### src/rtl/dsss_plcp_tx.sv
module dsss_plcp_tx #(
  parameter int LONG_SYNC  = 128,
  parameter int SHORT_SYNC = 56,
  parameter int SFD_LEN    = 16,
  parameter int HDR_LEN    = 48,
  parameter int CHIPS      = 11,
  parameter logic [SFD_LEN-1:0] SFD_WORD   = 16'hF3A0,
  parameter logic [6:0]         SEED_LONG  = 7'b1101100,
  parameter logic [6:0]         SEED_SHORT = 7'b0011011,
  parameter logic [CHIPS-1:0]   BARKER_NEG = 11'b11100010010
)(
  input  logic        clk,
  input  logic        rst_n,
  input  logic        start,
  input  logic        short_mode,
  input  logic        pay_rate_2m,
  input  logic [7:0]  hdr_signal,
  input  logic [7:0]  hdr_service,
  input  logic [15:0] hdr_length,
  input  logic [15:0] hdr_crc,
  input  logic [7:0]  pay_data,
  input  logic        pay_valid,
  output logic        pay_ready,
  output logic        chip_i,
  output logic        chip_q,
  output logic        chip_valid,
  output logic [2:0]  frame_phase
);
  localparam int MAXF = (LONG_SYNC > HDR_LEN) ? LONG_SYNC : HDR_LEN;
  localparam int BW   = $clog2(MAXF + 1);
  localparam int CW   = $clog2(CHIPS);

  typedef enum logic [2:0] {F_IDLE, F_SYNC, F_SFD, F_HDR, F_PAY} field_t;

  field_t st, fld;
  logic [BW-1:0]      bc;
  logic [CW-1:0]      cc;
  logic               pre, short_q, rate_q;
  logic [6:0]         scr;
  logic [1:0]         ph;
  logic [HDR_LEN-1:0] hdr_q;
  logic [7:0]         pbyte;
  logic [2:0]         pcnt;

  logic busy, fetch, two, ending, last_sync;
  logic b0, b1, s1, s2;
  logic [6:0] scr_a, scr_b;
  logic [1:0] inc, nb;
  logic [7:0] src;
  logic [SFD_LEN-1:0] sfd_fwd, sfd_rev;

  assign busy      = st != F_IDLE;
  assign fetch     = busy && (pre || cc == CW'(CHIPS - 1));
  assign two       = (st == F_HDR && short_q) || (st == F_PAY && rate_q);
  assign nb        = two ? 2'd2 : 2'd1;
  assign src       = (pcnt == 3'd0) ? pay_data : pbyte;
  assign sfd_fwd   = SFD_WORD >> bc;
  assign sfd_rev   = SFD_WORD << bc;
  assign ending    = st == F_PAY && pcnt == 3'd0 && !pay_valid;
  assign last_sync = bc == BW'((short_q ? SHORT_SYNC : LONG_SYNC) - 1);

  always_comb begin
    b0 = 1'b0;
    b1 = 1'b0;
    case (st)
      F_SYNC: begin b0 = ~short_q; b1 = ~short_q; end
      F_SFD:  b0 = short_q ? sfd_rev[SFD_LEN-1] : sfd_fwd[0];
      F_HDR:  begin b0 = hdr_q[0]; b1 = hdr_q[1]; end
      F_PAY:  begin b0 = src[0]; b1 = src[1]; end
      default: ;
    endcase
  end

  assign s1    = b0 ^ scr[3] ^ scr[6];
  assign scr_a = {scr[5:0], s1};
  assign s2    = b1 ^ scr_a[3] ^ scr_a[6];
  assign scr_b = {scr_a[5:0], s2};
  assign inc   = two ? {s1, s1 ^ s2} : {s1, 1'b0};

  always_ff @(posedge clk or negedge rst_n) begin
    if (!rst_n) begin
      st <= F_IDLE; fld <= F_IDLE; bc <= '0; cc <= '0; pre <= 1'b0;
      short_q <= 1'b0; rate_q <= 1'b0; scr <= '0; ph <= '0;
      hdr_q <= '0; pbyte <= '0; pcnt <= '0;
    end else if (!busy) begin
      if (start) begin
        st      <= F_SYNC;
        bc      <= '0;
        cc      <= '0;
        pre     <= 1'b1;
        short_q <= short_mode;
        rate_q  <= pay_rate_2m;
        scr     <= short_mode ? SEED_SHORT : SEED_LONG;
        ph      <= '0;
        hdr_q   <= HDR_LEN'({hdr_crc, hdr_length, hdr_service, hdr_signal});
        pcnt    <= '0;
      end
    end else if (fetch) begin
      cc  <= '0;
      pre <= 1'b0;
      if (ending) begin
        st  <= F_IDLE;
        fld <= F_IDLE;
      end else begin
        fld <= st;
        ph  <= ph + inc;
        scr <= two ? scr_b : scr_a;
        case (st)
          F_SYNC: if (last_sync) begin st <= F_SFD; bc <= '0; end
                  else bc <= bc + BW'(1);
          F_SFD:  if (bc == BW'(SFD_LEN - 1)) begin st <= F_HDR; bc <= '0; end
                  else bc <= bc + BW'(1);
          F_HDR: begin
            hdr_q <= hdr_q >> nb;
            if (bc + BW'(nb) == BW'(HDR_LEN)) begin st <= F_PAY; bc <= '0; pcnt <= '0; end
            else bc <= bc + BW'(nb);
          end
          F_PAY: begin
            pbyte <= src >> nb;
            pcnt  <= pcnt + 3'(nb);
          end
          default: ;
        endcase
      end
    end else begin
      cc <= cc + CW'(1);
    end
  end

  assign pay_ready   = fetch && st == F_PAY && pcnt == 3'd0;
  assign chip_valid  = fld != F_IDLE;
  assign frame_phase = fld;
  assign chip_i      = (ph[1] ^ ph[0]) ^ BARKER_NEG[cc];
  assign chip_q      = ph[1] ^ BARKER_NEG[cc];

  a_r1_idle_quiet: assert property (@(posedge clk) disable iff (!rst_n)
    frame_phase == 3'd0 |-> !chip_valid);

  a_r9_prep_cycle: assert property (@(posedge clk) disable iff (!rst_n)
    (!busy && start) |=> !chip_valid ##1 chip_valid);

  a_r7_long_even_phase: assert property (@(posedge clk) disable iff (!rst_n)
    (chip_valid && !short_q && frame_phase != 3'd4) |-> !ph[0]);

  a_r5_field_order: assert property (@(posedge clk) disable iff (!rst_n)
    (chip_valid && $past(chip_valid) && frame_phase != $past(frame_phase))
      |-> frame_phase == $past(frame_phase) + 3'd1);

  a_r10_byte_taken: assert property (@(posedge clk) disable iff (!rst_n)
    (pay_ready && pay_valid) |=> (chip_valid && frame_phase == 3'd4));

  a_r10_frame_end: assert property (@(posedge clk) disable iff (!rst_n)
    (pay_ready && !pay_valid) |=> (!chip_valid && frame_phase == 3'd0));

  a_r11_start_ignored: assert property (@(posedge clk) disable iff (!rst_n)
    (busy && start && !fetch) |=> ($stable(scr) && !pre));
endmodule

### config.mk
export PLATFORM = sky130hd
export DESIGN_NAME = dsss_plcp_tx
export DESIGN_NICKNAME = d
export VERILOG_FILES = /design/src/rtl/dsss_plcp_tx.sv
export SDC_FILE = /design/constraint.sdc
export NUM_CORES = 1
export LEC_CHECK = 0
export ABC_AREA = 1
export ABC_CLOCK_PERIOD_IN_PS = 8600
export BUFFER_PORTS_ARGS = -buffer_cell sky130_fd_sc_hd__buf_2
export CAP_MARGIN = 5
export CORE_MARGIN = 5
export CORE_UTILIZATION = 25
export CTS_BUF_LIST = sky130_fd_sc_hd__clkbuf_8
export DETAILED_ROUTE_END_ITERATION = 10
export GPL_TIMING_DRIVEN = 0
export PLACE_DENSITY_LB_ADDON = 0.3
export SLEW_MARGIN = 20
export SYNTH_ARGS = -nofsm -noshare
export SYNTH_HDL_FRONTEND = slang
export SYNTH_SLANG_ARGS = --single-unit
export TNS_END_PERCENT = 10
### constraint.sdc
create_clock -name clk -period 8.6 [get_ports clk]
set_input_delay 0.86 -clock clk [delete_from_list [all_inputs] [get_ports clk]]
set_output_delay 0.86 -clock clk [all_outputs]
set_load 0.005 [all_outputs]
### After elaboration in Yosys (flattened, before gate mapping)

Memories as Yosys holds them, arrays and structs flattened.
Cells that the tools add are included.

* memory bits (read-only): 16
* memories: 1
* bits in registers: 89
* output and inout bits: 7

Memory list
* (no name shown): depth 16, width 1, read ports 1, clocked after memory_dff 0, write ports 0, line 134 `assign chip_q = ph[1] ^ BARKER_NEG[cc];`

* muxes and demuxes: 52
* add/sub/neg operators: 6
* bitwise gates (word level): 11
* shift-type cells: 4
* order comparisons: 1
* eq/ne operators: 18
* reduce and logical (&&, ||, !) cells: 23

Operator list (number)
* $mux W48: 5
* $mux W8: 9
* $shr A48 B2 Y48: 1
* $mux W7: 6
* $mux W3: 13
* $pmux W8 S3: 1
* $shl A16 B8 Y16 const A: 1
* $shr A16 B8 Y1 const A: 1
* $mux W4: 3
* $reduce_and A4 Y1: 3
* $mux W2: 5
* $pmux W3 S3: 1
* $add A8 B1 Y8 const B: 1
* $add A8 B2 Y8: 1
* $eq A8 B4 Y1 const B: 1
* $eq A8 B6 Y1 const B: 1
* $eq A8 B8 Y1: 1
* $ne A4 B4 Y1 const B: 2
* $shr A8 B2 Y8: 1
* $sub A8 B1 Y8 const B: 1
* $xor A1 B1 Y1: 8
* $logic_and A1 B1 Y1: 7
* $eq A3 B2 Y1 const B: 2
* $mux W1: 6
* other kinds (27): 34

### Longest topological paths before layout

Gate-level depths: netlist (run 1).

* depth in word-level cells: 11
* mapped depth: 20

### Worst setup path before layout (run 1)

OpenSTA, ideal clock, no wires.

* path kind: flip-flop to flip-flop
* start point: reg st[2]
* end point: reg pcnt[0]
* stages on the path, launching flop included: 19
* path buffers: 1
* setup slack: 5.642 ns
* data arrival time: 2.825 ns
* cells stage by stage: dfrtp_1 > inv_1 > nand2_2 > nor2_2 > nand2_1 > nand2_2 > buf_6 > inv_1 > ha_1 > fa_1 > xor2_1 > nor2_1 > nand2_1 > nor2_1 > nand2_1 > nand2_1 > o21ai_1 > nand2_1 > o21ai_0

* longest elaborated chain between the ends: 9
* elaborated cells between the ends (all ways): 23
* classes of those cells: 2 x add/sub; 7 x eq/ne; 5 x mux; 9 x reduce/logical

RTL lines
* start: declaration: line 35 `field_t st, fld;`
* start signal: assignment: line 82 `st <= F_IDLE; fld <= F_IDLE; bc <= '0; cc <= '0; pre <= 1'b0;`
* start signal: assignment: line 87 `st <= F_SYNC;`
* start signal: assignment: line 102 `st <= F_IDLE;`
* branches (longest 9 deep; another with $add A8 B2 Y8)
* end signal: assignment: line 120 `pcnt <= pcnt + 3'(nb);`
* end: declaration: line 43 `logic [2:0] pcnt;`

Parallel ways; which one is timed is not known. The select of a mux whose other input is x is not followed.
A chain may end at the register's enable or synchronous reset.

### Final worst setup path (run 1)

* start point: reg st[2]
* end point: reg pcnt[2]

The elaborated chain is that of the path after synthesis.

==> run summary, run 1 <==
Status: finished clean
Final period util: 44.4%
Drt drc: 0
Slew HR: 64.8%
Post-synthesis sequential area ratio: 40.4%
Setup bufs post-CTS: 0
Gr usage total: 12.8%
Top FF cell, synth: dfrtp_1
Setup Skew: 0.0185 ns
RSZ-0062 raised after global routing: false
Async set-or-reset flop fraction in the synthesized netlist: 100%
Die area: 25100 sq um
Wirelength per Cell: 13.9 um
DRT iter0 DRCs: 229
Top cell type by total area after synthesis: dfrtp_1
Die Height: 158 um
Data required time of the worst path: 8.85 ns
Post-CTS Resized: 0
Final TNS setup: 0 ns
Crit Path Class: register to register
WHS: 0.338 ns
Worst Tran Pin Value: 0.528 ns
Count of pins over their slew limit: 0
Area Growth Syn to Fin: 16.4%
Vias in the first global route: 5167
Post-synth EDFFs: 0
Leakage: 3.00 nW
Top cells by area, synth: dfrtp_1, o21ai_0, nand2_1
Avg Vias per Cell: 4.63
CTS tree: done
Core ar.: 21800 sq um
First-pass detailed-route iteration total: 4
H-tree lvl count: 3
Crit path DAT: 4.07 ns
Dpl hpwl: 11500 um
Peak supply drop: 117 uV
Final Non-Filler Cells: 1131
Clock Latency Late Sink: 0.39 ns
CTS buffer count: 9
Final hold vios: 0
Top Ports: 69
Initial antenna violation count: 0
Startpoint types: register
FP Rows: 54
DP Cell Count: 1115
Post-layout minimum cycle time: 3.82 ns
Routed Antenna Nets: 0
Ant diodes: 0
First-pass GRT wire length: 26000 um
Cts hold-fix bufs: 0
PD cells: 351 nW/um^2
Area after DPL: 6240 sq um
Final WL: 15700 um
CTS Sinks: 89
Setup-failing EPs final: 0
Crit-path max FO: 10
Post-synthesis cell type count: 39
Via count: 5239
Most frequent cells in the layout: nand2_1, o21ai_0, inv_1, dfrtp_1, buf_2
Fraction of layout cells with a size suffix above 1: 14.2%
Mean Syn Cell Area: 7.20 sq um
NumNets Final: 919
Crit path capture type: register
Synth Warn #: 0
Yosys top cell area share: 40.4%
Chip width: 158 um
Max Clk Rate: 0.262 GHz
Grt ovf: 0
Hold Path Class: primary input to asynchronous set/reset pin
Placer Congestion: 0.839
Syn Inst Count: 766
Synthesized cell area: 5510 sq um
Syn Nets: 839
Clk buf depth: 2
Largest net degree at the start of global routing: 64
Buffers added on ports: 68
Most common cell after layout, fill and taps aside: nand2_1
Max Cap Violations: 0
Root Buffer: clkbuf_8
Starting Density: 25.3%
Clock-pin slew on the worst setup and hold paths: 0.11 ns
Synth Register Bits: 89
Fillers: 2462
Design area: 6420 sq um
## registers in the layout (all words and copies together) (netlist names), 2 cells and up
signal       count
bc               8
pcnt             3
ph               2
frame_phase      3
scr              7
cc               4
hdr_q           48
pbyte            8
st               3
## cells in the mapped netlist (all sizes together), types with 8 or more instances
cell type,n
a21oi,20
o22ai,53
buf,21
nor2,76
nand2,165
nand3,24
nand4,8
dfrtp,89
xor2,10
inv,106
clkbuf,16
ha,9
o21ai,143
## power breakdown
group	total (W)	switching [W]	internal [W]
Sequential	0.000727	0.000122	0.000605
Clock	0.000280	0.000166	0.000114
Combinational	0.00125	0.000810	0.000439
## area by class of cell
| type | count | area (sq um) | share of cell area, % |
|---|---|---|---|
| Tap cell | 280 | 350 | 5.46 |
| Clock inverter | 6 | 42.5 | 0.663 |
| Timing Repair Buffer | 69 | 374 | 5.83 |
| Buffer | 37 | 199 | 3.10 |
| Sequential cell | 89 | 2230 | 34.7 |
| Inverter | 106 | 400 | 6.24 |
| Multi-Input combinational cell | 534 | 2690 | 41.9 |
| Clock buffer | 10 | 138 | 2.14 |
## worst max-delay path: stages, from the launching register on
cell	delay, ns
dfrtp_1	0.46
inv_1	0.21
nand2_2	0.16
nor2_2	0.34
nand2_1	0.11
nand2_2	0.24
buf_6	0.19
inv_1	0.18
ha_1	0.28
fa_1	0.45
nand3_1	0.14
nand2_1	0.06
nand2_1	0.12
nand2_1	0.07
nor2_1	0.09
nand2_1	0.09
nand2_1	0.14
o21ai_1	0.18
nand2_1	0.09
o21ai_0	0.08
## routing by layer
layer | track usage [%] | vias up | part of all wire [%]
met5 | 0 | - | 0
met2 | 20.6 | 84 | 47
met1 | 17.9 | 2463 | 49
met3 | 2.83 | 10 | 3.5
li1 | - | 2682 | -
met4 | 2.60 | 0 | 0.90
## cells by family (layout without fill, tap and decap cells)
family          after synthesis  in the layout  synth area share, %
simple gates                281            281                 21.0
compound gates              226            226                 22.3
buf+inv                     143            228                 10.9
flops                        89             89                 40.4
xor+xnor                     13             13                 2.07
fa+ha+maj                    11             11                 2.77
mux                           3              3                0.567
## stage by stage
step                      utilization [%]  total power [W]  worst slack, ns
after floorplan                         -          0.00163             5.64
after global placement               28.5          0.00198             4.85
after detailed placement             28.7          0.00199             4.80
after CTS                            29.5          0.00228             4.78
after global routing                 29.5          0.00249             4.39
final                                29.5          0.00226             4.78
## final timing paths
path,startpoint,to,slack (ns),cells past startpoint
worst min register to register,scr[0],scr[0],0.49,2
worst max register to register,st[2],pcnt[2],4.78,19
min in group clk,scr[0],scr[0],0.49,2
worst max-delay path,st[2],pcnt[2],4.78,19
max in group asynchronous,rst_n,ph[0],7.64,2
worst min-delay path,rst_n,hdr_q[6],0.34,1
(Power assumes the default switching activity.)
==> inputs of run 2 (changes only) <==
- ABC_CLOCK_PERIOD_IN_PS: 8600 -> 3600
- clock period: 8.6 -> 3.6 ns (I/O delays scaled with it)
==> run 2 against run 1 <==
- wire length about the same
- worst hold slack worse by 0.10 ns
- clock-buffer cell count unchanged
- global-route usage up 0.051 points
- die area unchanged
- maximum frequency up 15%
- final cell count up 0.53%
- critical path type unchanged
- highest routed layer unchanged
==> run summary, run 2 (same netlist as run 1, synthesis figures left out) <==
NumNets Final: 925
Routed Antenna Nets: 0
Hold Crit Depth: 3
CTS tree: done
Final period util: 92.6%
PD cells: 836 nW/um^2
Clk buf depth: 2
Root Buffer: clkbuf_8
Ordered cell list for the critical path: inv_2 -> nand2_2 -> nor2_4 -> nand2_1 -> nand2_4 -> buf_6 -> clkinvlp_4 -> ha_1 -> fa_1 -> nand3_1 -> nand2_1 -> nand2_1 -> nand2_1 -> nor2_1 -> nand2_1 -> nand2_2 -> nand4_1 -> nand2_1 -> nand2_1
Starting Density: 25.3%
Via count: 5238
Crit Path Class: register to register
Dpl ws: -0.196 ns
Most used routing layer: met2
Clock Latency Late Sink: 0.39 ns
Setup Skew: 0.0138 ns
Startpoint types: register
Ant diodes: 0
Gr usage total: 12.9%
Grt ovf: 0
CTS buffer count: 9
Placer Congestion: 0.839
Buffers added on ports: 68
Most common cell after layout, fill and taps aside: nand2_1
FP Rows: 54
Met2 Usage GRT: 20.7%
Most used cell, CP: nand2_1
Kind of cell adding the most delay to the critical path: simple AND/OR/NAND/NOR gates
Post-layout minimum cycle time: 3.33 ns
Crit Reg-Reg Startpoint: st[2]
Hold Path Class: primary input to register
Hold Path Sink: hdr_q[12]
CP peak stage delay: 0.46 ns
Final WL: 15700 um
Met1 Track Usage GR: 18.0%
Slew HR: 64.7%
Fraction of power spent switching nets: 48.5%
Clock share of power: 12.2%
Data required time of the worst path: 3.87 ns
Top Ports: 69
Slowest-stage cell, CP: dfrtp_2
Largest Register: hdr_q
Critical path depth in cells: 19
Dpl hpwl: 11500 um
Core ar.: 21800 sq um
Largest net degree at the start of global routing: 64
Max Clk Rate: 0.300 GHz
Reg2reg end: st[2]
Sequential share of power: 32.0%
Reg2Reg Depth: 19
Drt drc: 0
Vias in the first global route: 5175
Worst Path Buf+Inv: 3
Die Height: 158 um
Area Growth Syn to Fin: 17.8%
Setup-failing EPs final: 0
DRT iter0 DRCs: 224
Worst Hold Launch: hdr_service[4]
Crit-path max FO: 10
Most frequent cells in the layout: nand2_1, o21ai_0, inv_1, dfrtp_1, buf_2
Internal cell power: 0.00280 W
WHS: 0.236 ns
Combinational share of power: 55.8%
Die area: 25100 sq um
Peak supply drop: 287 uV
Met3 Use GR: 2.83%
Net Switching: 0.00263 W
Initial antenna violation count: 0
Reg2reg setup slack: 0.27 ns
Crit path capture type: register
Worst Tran Pin Value: 0.529 ns
Max Cap Violations: 0
Crit path DAT: 3.60 ns
Max FFs per register: 48
Fraction of layout cells with a size suffix above 1: 15.6%
H-tree lvl count: 3
First-pass GRT wire length: 26100 um
Fillers: 2457
Count of pins over their slew limit: 0
Status: finished clean
Leakage: 3.03 nW
Chip width: 158 um
First-pass detailed-route iteration total: 4
CTS Sinks: 89
Setup ws final: 0.268 ns
Final hold vios: 0
Avg Vias per Cell: 4.61
Wirelength per Cell: 13.8 um
Clock-pin slew on the worst setup and hold paths: 0.10 ns
Largest regs: hdr_q (48), bc (8), pbyte (8)
-- run 2: worst max path at each step --
stage | endpoint | start | slack (ns)
detailed placement | pcnt[2] | st[2] | -0.20
CTS | pcnt[2] | st[0] | 0.05
global route | st[0] | st[2] | -0.02
finish | st[2] | st[2] | 0.27
floorplan | pcnt[0] | st[2] | 0.64
global placement | pcnt[2] | st[2] | -0.15
-- run 2: tightest hold or removal path, delay by kind of cell --
| family | cells | cell delay [ns] |
|---|---|---|
| AO/OA/AOI/OAI | 1 | 0.11 |
| buffers and inverters | 1 | 0.08 |
| AND/OR/NAND/NOR | 1 | 0.04 |
-- run 2: per-layer routing --
layer | share of wire (%) | routed length [um]
met5 | 0 | 0
met4 | 0.92 | 145
met3 | 3.9 | 619
met2 | 47 | 7360
met1 | 48 | 7600
-- run 2: power groups by stage --
stage                     Sequential, W  Clock [W]  Combinational (W)
after floorplan                 0.00168          0            0.00221
after global placement          0.00175          0            0.00298
after detailed placement        0.00176          0            0.00300
after CTS                       0.00174   0.000697            0.00303
after global routing            0.00180   0.000733            0.00347
final                           0.00174   0.000662            0.00303
-- run 2: final cells by class --
| cell class | count | area [sq um] | area share, % |
|---|---|---|---|
| Buffer | 37 | 199 | 3.06 |
| Clock buffer | 10 | 138 | 2.12 |
| Clock inverter | 6 | 42.5 | 0.655 |
| Inverter | 106 | 404 | 6.22 |
| Multi-Input combinational cell | 534 | 2710 | 41.7 |
| Sequential cell | 89 | 2230 | 34.3 |
| Tap cell | 280 | 350 | 5.39 |
| Timing Repair Buffer | 75 | 422 | 6.49 |
-- run 2: repair_timing --
action / in CTS / in global routing
resized for setup: 4 / 7
hold endpoints to repair: 26 / 0
hold buffers: 1 / 0
pin swaps: 1 / 1
buffers inserted: 1 / 4
setup endpoints to repair: 7 / 8
-- run 2: metrics by stage --
| stage | area, sq um | total power (W) | cells | util, % | TNS [ns] |
|---|---|---|---|---|---|
| 6_report | 6500 | 0.00543 | 1137 | 29.9 | 0 |
| 5_1_grt | 6500 | 0.00601 | 1137 | 29.9 | -0.0421 |
| 4_1_cts | 6450 | 0.00547 | 1133 | 29.6 | 0 |
| 3_5_place_dp | 6240 | 0.00476 | 1115 | 28.7 | -1.05 |
| 3_3_place_gp | 6200 | 0.00473 | 1114 | 28.5 | -0.804 |
| 2_1_floorplan | 5510 | 0.00389 | 766 | - | 0 |
